--- src/rtl/skipctl_pkg.sv ---
package skipctl_pkg;

  // control -> datapath strobes
  typedef struct packed {
    logic cntClear;
  } ctlStrobe_t;

  // datapath -> control status
  typedef struct packed {
    logic entryReady;
    logic overHi;
    logic atNom;
    logic underLo;
  } dpStatus_t;

  typedef enum logic [1:0] {
    ST_PWM   = 2'd0,
    ST_BURST = 2'd1,
    ST_HOLD  = 2'd2
  } ctlState_t;

endpackage

--- src/rtl/skipctl_datapath.sv ---
module skipctl_datapath
  import skipctl_pkg::*;
#(
  parameter int ENTRY_CYCLES = 16,
  parameter int SYNC_STAGES  = 2
) (
  input  logic       clk,
  input  logic       rstN,
  input  logic       pwmTick,
  input  logic       zeroCross,
  input  logic       overHi,
  input  logic       atNom,
  input  logic       underLo,
  input  ctlStrobe_t strobe,
  output dpStatus_t  status
);
  localparam int CW    = $clog2(ENTRY_CYCLES + 1);
  localparam int NFLAG = 4;
  localparam logic [CW-1:0] CNT_MAX  = CW'(ENTRY_CYCLES);
  localparam logic [CW-1:0] CNT_LAST = CW'(ENTRY_CYCLES - 1);

  logic [NFLAG-1:0] rawFlags;
  logic [NFLAG-1:0] syncStage [SYNC_STAGES];
  logic [NFLAG-1:0] syncFlags;
  logic             zcSeen;
  logic             cycleZc;
  logic [CW-1:0]    runCnt;

  assign rawFlags = {underLo, atNom, overHi, zeroCross};

  // synchronizer chain for the asynchronous sensor flags
  always_ff @(posedge clk) begin
    if (!rstN) begin
      for (int i = 0; i < SYNC_STAGES; i++) syncStage[i] <= '0;
    end else begin
      syncStage[0] <= rawFlags;
      for (int i = 1; i < SYNC_STAGES; i++) syncStage[i] <= syncStage[i-1];
    end
  end

  assign syncFlags = syncStage[SYNC_STAGES-1];

  // sticky zero-cross seen within the current PWM period
  always_ff @(posedge clk) begin
    if (!rstN)          zcSeen <= 1'b0;
    else if (pwmTick)   zcSeen <= 1'b0;
    else if (syncFlags[0]) zcSeen <= 1'b1;
  end

  assign cycleZc = zcSeen | syncFlags[0];

  // consecutive zero-cross period counter, saturating
  always_ff @(posedge clk) begin
    if (!rstN)                 runCnt <= '0;
    else if (strobe.cntClear)  runCnt <= '0;
    else if (pwmTick) begin
      if (!cycleZc)                runCnt <= '0;
      else if (runCnt != CNT_MAX)  runCnt <= runCnt + 1'b1;
    end
  end

  assign status.entryReady = pwmTick & cycleZc & ~strobe.cntClear & (runCnt >= CNT_LAST);
  assign status.overHi     = syncFlags[1];
  assign status.atNom      = syncFlags[2];
  assign status.underLo    = syncFlags[3];

  a_r2_cnt_saturates: assert property (@(posedge clk) disable iff (!rstN)
    runCnt <= CNT_MAX);

  a_r2_cnt_cleared: assert property (@(posedge clk) disable iff (!rstN)
    strobe.cntClear |=> runCnt == '0);

endmodule

--- src/rtl/skipctl_control.sv ---
module skipctl_control
  import skipctl_pkg::*;
(
  input  logic       clk,
  input  logic       rstN,
  input  logic       pwmTick,
  input  logic       modeAuto,
  input  logic       curSkipLvl,
  input  logic       curPeakLim,
  input  logic       pwmGate,
  input  dpStatus_t  status,
  output ctlStrobe_t strobe,
  output logic       gateReq,
  output logic       skipMode
);
  ctlState_t state, stateN;
  logic      gateLatch, gateLatchN;

  always_comb begin
    stateN = state;
    unique case (state)
      ST_PWM: begin
        if (modeAuto && status.entryReady) stateN = ST_BURST;
      end
      ST_BURST, ST_HOLD: begin
        if (!modeAuto || status.underLo)            stateN = ST_PWM;
        else if (status.overHi)                     stateN = ST_HOLD;
        else if (state == ST_HOLD && !status.atNom) stateN = ST_BURST;
      end
      default: stateN = ST_PWM;
    endcase
  end

  always_comb begin
    gateLatchN = 1'b0;
    if (state == ST_BURST && stateN == ST_BURST) begin
      if (pwmTick && !curPeakLim)         gateLatchN = 1'b1;
      else if (curSkipLvl || curPeakLim)  gateLatchN = 1'b0;
      else                                gateLatchN = gateLatch;
    end
  end

  always_ff @(posedge clk) begin
    if (!rstN) begin
      state     <= ST_PWM;
      gateLatch <= 1'b0;
    end else begin
      state     <= stateN;
      gateLatch <= gateLatchN;
    end
  end

  assign strobe.cntClear = (state != ST_PWM) | ~modeAuto;
  assign skipMode        = (state != ST_PWM);

  always_comb begin
    unique case (state)
      ST_PWM:   gateReq = pwmGate & ~curPeakLim;
      ST_BURST: gateReq = gateLatch & ~curSkipLvl & ~curPeakLim & ~status.overHi;
      default:  gateReq = 1'b0;
    endcase
  end

  a_r9_peak_blocks_gate: assert property (@(posedge clk) disable iff (!rstN)
    curPeakLim |-> !gateReq);

  a_r5_over_blocks_gate: assert property (@(posedge clk) disable iff (!rstN)
    (skipMode && status.overHi) |-> !gateReq);

  a_r3_pulse_on_boundary: assert property (@(posedge clk) disable iff (!rstN)
    $rose(gateLatch) |-> $past(pwmTick));

  a_r8_forced_leaves_skip: assert property (@(posedge clk) disable iff (!rstN)
    !modeAuto |=> !skipMode);

  a_r7_under_exits: assert property (@(posedge clk) disable iff (!rstN)
    (skipMode && status.underLo) |=> !skipMode);

  a_r1_entry_needs_auto: assert property (@(posedge clk) disable iff (!rstN)
    $rose(skipMode) |-> $past(modeAuto));

endmodule

--- src/rtl/skip_mode_ctrl.sv ---
module skip_mode_ctrl
  import skipctl_pkg::*;
#(
  parameter int ENTRY_CYCLES = 16,
  parameter int SYNC_STAGES  = 2
) (
  input  logic clk,
  input  logic rstN,
  input  logic pwmTick,
  input  logic modeAuto,
  input  logic zeroCross,
  input  logic outOverHi,
  input  logic outAtNom,
  input  logic outUnderLo,
  input  logic curSkipLvl,
  input  logic curPeakLim,
  input  logic pwmGate,
  output logic gateReq,
  output logic skipMode
);
  ctlStrobe_t strobe;
  dpStatus_t  status;

  skipctl_datapath #(
    .ENTRY_CYCLES(ENTRY_CYCLES),
    .SYNC_STAGES (SYNC_STAGES)
  ) uDatapath (
    .clk       (clk),
    .rstN      (rstN),
    .pwmTick   (pwmTick),
    .zeroCross (zeroCross),
    .overHi    (outOverHi),
    .atNom     (outAtNom),
    .underLo   (outUnderLo),
    .strobe    (strobe),
    .status    (status)
  );

  skipctl_control uControl (
    .clk        (clk),
    .rstN       (rstN),
    .pwmTick    (pwmTick),
    .modeAuto   (modeAuto),
    .curSkipLvl (curSkipLvl),
    .curPeakLim (curPeakLim),
    .pwmGate    (pwmGate),
    .status     (status),
    .strobe     (strobe),
    .gateReq    (gateReq),
    .skipMode   (skipMode)
  );

endmodule

--- config.mk ---
export PLATFORM = sky130hd
export DESIGN_NAME = skip_mode_ctrl
export DESIGN_NICKNAME = d
export VERILOG_FILES = /design/src/rtl/skipctl_pkg.sv /design/src/rtl/skipctl_datapath.sv /design/src/rtl/skipctl_control.sv /design/src/rtl/skip_mode_ctrl.sv
export SDC_FILE = /design/constraint.sdc
export NUM_CORES = 1
export LEC_CHECK = 0
export BUFFER_PORTS_ARGS = -buffer_cell sky130_fd_sc_hd__clkbuf_2
export CAP_MARGIN = 20
export CORE_MARGIN = 3
export CORE_UTILIZATION = 60
export CTS_BUF_LIST = sky130_fd_sc_hd__clkbuf_4
export CTS_CLUSTER_SIZE = 30
export DETAILED_ROUTE_END_ITERATION = 16
export PLACE_DENSITY = 0.91
export SLEW_MARGIN = 20
export SYNTH_ARGS = -nofsm -noshare
export SYNTH_HDL_FRONTEND = slang
export SYNTH_SLANG_ARGS = --single-unit
--- constraint.sdc ---
create_clock -name clk -period 4.3 [get_ports clk]
set_input_delay 0.86 -clock clk [delete_from_list [all_inputs] [get_ports clk]]
set_output_delay 0.86 -clock clk [all_outputs]
set_load 0.01 [all_outputs]
# == Word-level counts from Yosys, hierarchy flattened ==
# Memory sizes are Yosys's and may differ from the RTL's.
# Index checks and enable logic that the tools add are counted.
# word_totals
reg_bits,9
out_inout_bits,2
inputBits,11
elab_cells,60
mem_bits_rw,8
n_memories,1
# memory_table
name,depth,width,rd,rd_ports_with_merged_regs,write_ports,line,source
uDatapath.syncStage,2,4,2,0,2,skipctl_datapath.sv:23,logic [NFLAG-1:0] syncStage [SYNC_STAGES];
# op_classes
bitwise,17
eq_ne,5
reduce_logical,17
add_sub_neg,1
magnitude_cmp,1
mux,14
# ops
op,count
$mux 5,2
$mux 2,4
$mux 4,2
$and 1x1->1,7
$not 1->1,6
$reduce_or 2->1,3
$add 5x1->5 const B,1
$ge 5x4->1 const B,1
$ne 5x5->1 const B,1
$eq 2x1->1 const B,2
$logic_and 1x1->1,4
$mux 1,4
$or 1x1->1,4
$pmux 2 s2,1
$reduce_and 2->1,2
$reduce_bool 2->1,2
$logic_not 1->1,3
$eq 2x2->1 const B,1
$logic_not 2->1,1
$logic_or 1x1->1,2
$ne 2x2->1 const B,1
$pmux 1 s2,1

# == Depth between registers and ports, before layout ==
# Gate-level depths: netlist of run 1.
# depth
word_depth,11
depth_mapped,7
ltp_nobuf,7

# == Cells and area by module ==
# Synthesis of run 1 repeated with hierarchy kept, for this count alone.
# hier_totals
hier_cells,92
area_unflattened_um2,892.1
# by_module_without_submodules
module,cells_per_inst,seq_area_each_um2,instances,area_per_inst_um2
skipctl_datapath,62,280.3,1,616.8
skipctl_control,30,60.1,1,275.3

# == Least setup slack after synthesis of run 1 ==
# OpenSTA, ideal clock, no wires.
# synth_timing
path_type,input to output
from,input curSkipLvl
to,output gateReq
stages,3
t_required_ps,3440
path_buffers,0
path_slack_ps,2119
arrival_ps,1321
path_cell_list,nor4bb_1 a21oi_1 nor2_1
# synth_between
elab_chain_cells,5
# synth_lines
element,line,source
"start, declared",skip_mode_ctrl.sv:15,"input logic curSkipLvl,"
$not 1->1,skipctl_control.sv:59,ST_BURST: gateReq = gateLatch & ~curSkipLvl & ~curPeakLim & ~status.overHi;
$and 1x1->1 (3 in series),skipctl_control.sv:59,
$pmux 1 s2,skipctl_control.sv:57,unique case (state)
"end, declared",skip_mode_ctrl.sv:18,"output logic gateReq,"
# Every way passes these cells.

# == Worst setup path in the final report of run 1 ==
# Ends and elaborated chain as after synthesis.

==> results of run 1 <==
-- cell type report --
class / instances / area [sq um]
Clock inverter: 1 / 5.00
Clock buffer: 3 / 22.5
Timing Repair Buffer: 12 / 60.1
Sequential cell: 17 / 340
Multi-Input combinational cell: 60 / 463
Inverter: 8 / 30.0
Fill cell: 93 / 263
Tap cell: 14 / 17.5
-- worst max-delay path, delay by kind of cell --
| kind | cells | cell delay, ns |
|---|---|---|
| buf+inv | 2 | 0.23 |
| simple gates | 2 | 0.37 |
| compound gates | 1 | 0.07 |
-- through the flow --
stage	std cells	hold WS, ns	setup WS (ns)
2_1_floorplan	86	0.412	2.12
3_3_place_gp	111	0.415	1.99
3_5_place_dp	111	0.427	1.90
4_1_cts	115	0.451	1.90
5_1_grt	115	0.466	1.79
6_report	115	0.446	1.92
-- flip-flops by register name (all words and copies together), names as in the netlist --
name and count:
uDatapath.syncStage 8, uDatapath.runCnt 5, uControl.state 2, uControl.gateLatch 1
uDatapath.zcSeen 1
-- cell usage after synthesis (all sizes together) --
library cell	instances	area, sq um
and2b	3	25.0
or3	1	6.26
o41ai	1	27.5
ha	7	87.6
nand3	1	5.00
nand3b	1	7.51
dfxtp	17	340
nor4bb	2	20.0
nor3b	1	7.51
nand4	1	6.26
nand2	3	11.3
and3	2	15.0
a21o	2	17.5
a211oi	1	12.5
o221a	1	11.3
clkbuf	1	3.75
nor2	9	36.3
o21ba	1	10.0
a21oi	4	20.0
o32ai	1	8.76
inv	8	30.0
and2	9	56.3
mux2i	1	10.0
mux2	1	11.3
a22oi	1	7.51
o21ai	3	15.0
and4bb	1	12.5
o21a	2	15.0
-- power groups by stage --
stage                     clock (mW)  combinational [mW]  sequential, mW
after floorplan                    0              0.0114           0.166
after global placement             0              0.0185           0.166
after detailed placement           0              0.0193           0.167
after CTS                     0.0855              0.0194           0.163
after global routing          0.0924              0.0213           0.163
final                         0.0823              0.0192           0.163
-- logic make-up (layout without fill, tap and decap cells) --
family                     Yosys count  count (layout)  synth area share, %
DFF                                 17              17                 40.7
AOI/OAI and AO/OA                   17              17                 17.3
buffers and inverters                9              24                 4.04
and+or+nand+nor                     34              34                 25.0
adders and majority gates            7               7                 10.5
muxes                                2               2                 2.54
-- metal layers --
layer	part of all wire, %	vias to the layer above
li1	-	331
met1	42	289
met2	52	32
met3	6.5	0
met4	0	0
met5	0	-
-- how the worst min path moves through the flow --
stage,from,endpoint,slack (ns),cells after the start
after detailed placement,uDatapath.syncStage[0][1]$_SDFF_PN0_,uDatapath.syncStage[0][5]$_SDFF_PN0_,0.43,1
after floorplan,uDatapath.syncStage[0][0]$_SDFF_PN0_,uDatapath.syncStage[0][4]$_SDFF_PN0_,0.41,1
after CTS,uDatapath.syncStage[0][1]$_SDFF_PN0_,uDatapath.syncStage[0][5]$_SDFF_PN0_,0.45,1
final,uDatapath.syncStage[0][1]$_SDFF_PN0_,uDatapath.syncStage[0][5]$_SDFF_PN0_,0.45,1
after global placement,uDatapath.syncStage[0][2]$_SDFF_PN0_,uDatapath.syncStage[0][6]$_SDFF_PN0_,0.41,1
after global routing,uDatapath.syncStage[0][2]$_SDFF_PN0_,uDatapath.syncStage[0][6]$_SDFF_PN0_,0.47,1
==> results.json, run 1 <==
{
  "p_leak_nw": 0.410,
  "r2r_end": "uControl.gateLatch$_SDFFE_PN0P_",
  "min_path_type": "reg2reg",
  "startpoint_type": "input port",
  "rows": 12,
  "cp_cell_sequence": "clkbuf_2 -> nor4bb_1 -> a21oi_1 -> nor2_1 -> clkbuf_2",
  "crit_fanout": 2,
  "cts.sinks": 17,
  "rrSetupSlack_ns": 2.43,
  "syn_area_per_cell_sq_um": 9.73,
  "grt-ovfl-total": 0,
  "slew_viol_final": 0,
  "mostFrequentLayoutCells": "dfxtp_1 (17), clkbuf_2 (12), and2_1 (9)",
  "place_congestion": 0.749,
  "clk_latency_ns": 0.28,
  "cts_hold_buf": 0,
  "yosys_warnings": 0,
  "reg2reg_from": "uDatapath.runCnt[0]$_SDFFE_PP0P_",
  "antenna_found_initial": 0,
  "crit_top_cell": "clkbuf_2",
  "drive_above_1_share_pct": 27.7,
  "die_w_um": 43.4,
  "ff2ff_path_depth": 7,
  "ys_ff_latch": 17,
  "dr_total_vias": 652,
  "setup_violations": 0,
  "synthCells": 86,
  "tightest_slew_ns": 0.424,
  "post-cts-setup-buffer-count": 0,
  "finalCriticalPeriod_ns": 2.38,
  "io_pins": 13,
  "h-tree-depth": 1,
  "final_common_cell": "dfxtp_1",
  "finish.net_count": 120,
  "fmax_ghz": 0.420,
  "grt_pass1_vias": 599,
  "root_buffer": "clkbuf_4",
  "drv_cap": 0,
  "fin_skew_ns": 0.00789,
  "cellPowerDensity_nw_per_um2": 282,
  "p_int_uw": 206,
  "grt_max_degree": 12,
  "critPathLaunch": "curSkipLvl",
  "cts_resized": 0,
  "synth_cell_types": 30,
  "start_util_pct": 69.7,
  "cp-end-kind": "output pin",
  "route.detailed.drc": 0,
  "ant_nets": 0,
  "ir_worst_vdd_v": 0.000227,
  "path_class": "in2out",
  "dpl_cell_area_sq_um": 911,
  "cts_tree": "built",
  "wl_um": 1470,
  "fin_area_sq_um": 938,
  "seq_area_frac_synth_pct": 40.7,
  "cts_buffer_depth": 2,
  "swShare_pct": 22.2,
  "grtUsageMet1_pct": 20.7,
  "drtIter0Drc": 22,
  "crit_end": "gateReq",
  "tns_ns": 0,
  "gr-usage-met3_pct": 1.24,
  "busiest_layer": "met2",
  "synth_nets": 104,
  "drt_first_pass_iters": 4,
  "switching_power_uw": 58.8,
  "core_sq_um": 1200,
  "crit_slowest_cell": "nor4bb_1",
  "power_frac_seq_pct": 61.6,
  "vias_per_cell": 5.67,
  "finalPower_uw": 264,
  "io_buffers": 12,
  "timing.final.crit_share_pct": 55.4,
  "numCtsBuffers": 3,
  "utilization_pct": 78.1,
  "synthesis.area_sq_um": 837,
  "grt.total_usage_pct": 16.4,
  "hold_viol_final": 0,
  "die_h_um": 43.4,
  "grtUsageMet2_pct": 29.5,
  "status": "complete, no violations",
  "clkPwrFrac_pct": 31.1,
  "dp_hpwl_um": 1190,
  "rsz0062_at_grt": "no",
  "grt_pass1_wl_um": 2390,
  "synthToLayoutAreaGrowth_pct": 12.1,
  "slew_headroom_pct": 71.3,
  "insertedDiodeCount": 0,
  "critPathMaxStageDelay_ns": 0.28,
  "post_drt_wl_per_cell_um": 12.8,
  "critPathRequiredTime_ns": 3.44,
  "clkTransAtPathRegs_ns": 0.09,
  "critical_path_arrival_ns": 1.52,
  "dieArea_sq_um": 1880,
  "comb_power_share_pct": 7.3
}
No activity file was read; power rests on OpenSTA's default activity.
==> run 2, diff against run 1 <==
Settings changed: ABC_AREA set to 1, CORE_UTILIZATION 60 to 57, PLACE_DENSITY 0.91 to 0.87.
Clock period 4.3 ns to 2.5 ns, I/O delays scaled along.
==> run 2 against run 1 <==
Via count grew 8.6%. Critical path depth is the same. Largest power group unchanged. Setup slack lost 1.2 ns. Combinational power grew 66%.
==> results.json, run 2 <==
{
  "dp_hpwl_um": 1130,
  "grt_max_degree": 11,
  "ant_nets": 0,
  "seq_area_frac_synth_pct": 41.3,
  "io_pins": 13,
  "wl_met2_um": 649,
  "status": "complete, no violations",
  "wl_um": 1420,
  "grt.total_usage_pct": 17.0,
  "cts_resized": 0,
  "cts_hold_buf": 0,
  "largest_register_ff_count": 8,
  "grt_pass1_wl_um": 2390,
  "die_w_um": 44.0,
  "root_buffer": "clkbuf_4",
  "setup_violations": 0,
  "clk_latency_ns": 0.28,
  "cts_tree": "built",
  "synth_top_area_cell": "dfxtp_1",
  "finish.net_count": 149,
  "fin_skew_ns": 0.000470,
  "top_register": "uDatapath.syncStage",
  "rsz0062_at_grt": "no",
  "slew_viol_final": 0,
  "post_drt_wl_per_cell_um": 9.77,
  "drive_above_1_share_pct": 14.6,
  "numCtsBuffers": 3,
  "critical_path_arrival_ns": 1.31,
  "synthFlopType": "dfxtp_1",
  "critPathBufInv": 2,
  "cellPowerDensity_nw_per_um2": 492,
  "async_reset_ff_share_pct": 0,
  "final_common_cell": "nand2_1",
  "synthesis.area_sq_um": 825,
  "synth_nets": 133,
  "finalCriticalPeriod_ns": 1.81,
  "yosysMostFrequentCell": "nand2_1",
  "mostFrequentLayoutCells": "nand2_1 (28), inv_1 (26), dfxtp_1 (17)",
  "cts.sinks": 17,
  "grt_pass1_vias": 618,
  "dieArea_sq_um": 1940,
  "ys_ff_latch": 17,
  "synthCells": 115,
  "tightest_slew_ns": 0.216,
  "startpoint_type": "flop",
  "reg_top3": "uDatapath.syncStage: 8 flops, uDatapath.runCnt: 5 flops, uControl.state: 2 flops",
  "netlist_top_cells_area": "dfxtp_1 (41%), nand2_1 (13%), inv_1 (12%)",
  "syn_area_per_cell_sq_um": 7.17,
  "yosys_warnings": 0,
  "timing.final.ws_setup_ns": 0.689,
  "vias_per_cell": 4.88,
  "yosys.area.top_type_share_pct": 41.3,
  "ir_worst_vdd_v": 0.000375,
  "insertedDiodeCount": 0,
  "grt-ovfl-total": 0,
  "drt_first_pass_iters": 4,
  "whs_ns": 0.390,
  "die_h_um": 44.0,
  "post-cts-setup-buffer-count": 0,
  "synthToLayoutAreaGrowth_pct": 12.0,
  "slew_headroom_pct": 85.5,
  "top_layer": "met4",
  "critPathTopFamily": "flip-flops",
  "timing.final.crit_share_pct": 72.4,
  "route.detailed.drc": 0,
  "critPathMaxStageDelay_ns": 0.39,
  "tns_ns": 0,
  "cts_buffer_depth": 2,
  "io_buffers": 12,
  "fmax_ghz": 0.552,
  "synth_cell_types": 18,
  "drtIter0Drc": 9,
  "cp_cell_sequence": "inv_1 -> ha_1 -> nand3_1 -> nand2_1 -> clkbuf_2",
  "rows": 13,
  "min_path_type": "in2reg",
  "p_leak_nw": 0.506,
  "core_sq_um": 1330,
  "dr_total_vias": 708,
  "yosys-top-cells-count": "nand2_1 (28), inv_1 (26), dfxtp_1 (17), nor2_1 (11), ha_1 (7)",
  "antenna_found_initial": 0,
  "crit_fanout": 5,
  "critPathRequiredTime_ns": 2.00,
  "nFillCells": 112,
  "crit_slowest_cell": "dfxtp_1",
  "h-tree-depth": 1,
  "drv_cap": 0,
  "synth_edf_count": 0,
  "hold_viol_final": 0,
  "pre_cts_slack_ns": 1.00,
  "wl_met3_um": 78,
  "finalPower_uw": 454,
  "place_congestion": 0.806,
  "cp-end-kind": "output pin",
  "met1_length_um": 675,
  "clkTransAtPathRegs_ns": 0.10,
  "path_class": "reg2out",
  "start_util_pct": 61.8
}
[run 2: changes by cell type after synthesis, moves of 3 or more]
cell / delta
and2_1: -9
inv_1: +18
nand2_1: +25
nor2_1: +3
[run 2: metal layers]
metal  track usage (%)  vias up
met5                 0        -
met1              20.3      306
li1                  -      380
met3              2.44        2
met2              29.4       20
met4              9.04        0
[run 2: final timing paths]
| path | depth (start not counted) | slack (ns) | end | from |
|---|---|---|---|---|
| min | 3 | 0.39 | uDatapath.syncStage[0][2]$_SDFF_PN0_ | outAtNom |
| max reg2reg | 8 | 1.02 | uDatapath.runCnt[2]$_SDFFE_PP0P_ | uControl.state[0]$_SDFF_PN0_ |
| min reg2reg | 2 | 0.42 | uDatapath.syncStage[0][6]$_SDFF_PN0_ | uDatapath.syncStage[0][2]$_SDFF_PN0_ |
| max | 5 | 0.69 | gateReq | uControl.state[0]$_SDFF_PN0_ |
[run 2: area by class of cell]
type                    instances  area (sq um)  area share, %
well taps                      15          18.8           2.03
clock buffers                   3          22.5           2.44
clock inverters                 1          5.00          0.542
flip-flops and latches         17           340           36.9
inverters                      27           101           11.0
repair buffers                 12          60.1           6.50
multi-input cells              70           375           40.7
[run 2: worst register-to-register path: cells and delay by family, from the launching register on]
kind            cells  cell delay, ns
simple gates        2            0.21
flops               1            0.35
buf+inv             2            0.20
fa+ha+maj           1            0.24
compound gates      3            0.42
[run 2: power breakdown]
| group | internal [mW] | switching, mW | total [mW] |
|---|---|---|---|
| Combinational | 0.0130 | 0.0188 | 0.0319 |
| Sequential | 0.277 | 0.00203 | 0.279 |
| Clock | 0.0594 | 0.0835 | 0.143 |
| Total | 0.350 | 0.104 | 0.454 |
[run 2: per-stage QoR]
step                      utilization, %  instance area (sq um)  instances
after CTS                           69.2                    923        145
after floorplan                        -                    825        115
after global routing                69.2                    923        145
after detailed placement            67.2                    896        141
after global placement              67.2                    896        141
final                               69.2                    923        145
[run 2: logic make-up after synthesis]
group,count (synthesis),synth area share [%]
compound gates,13,8.80
fa+ha+maj,7,10.6
buf+inv,28,13.2
flops,17,41.3
simple gates,50,26.1
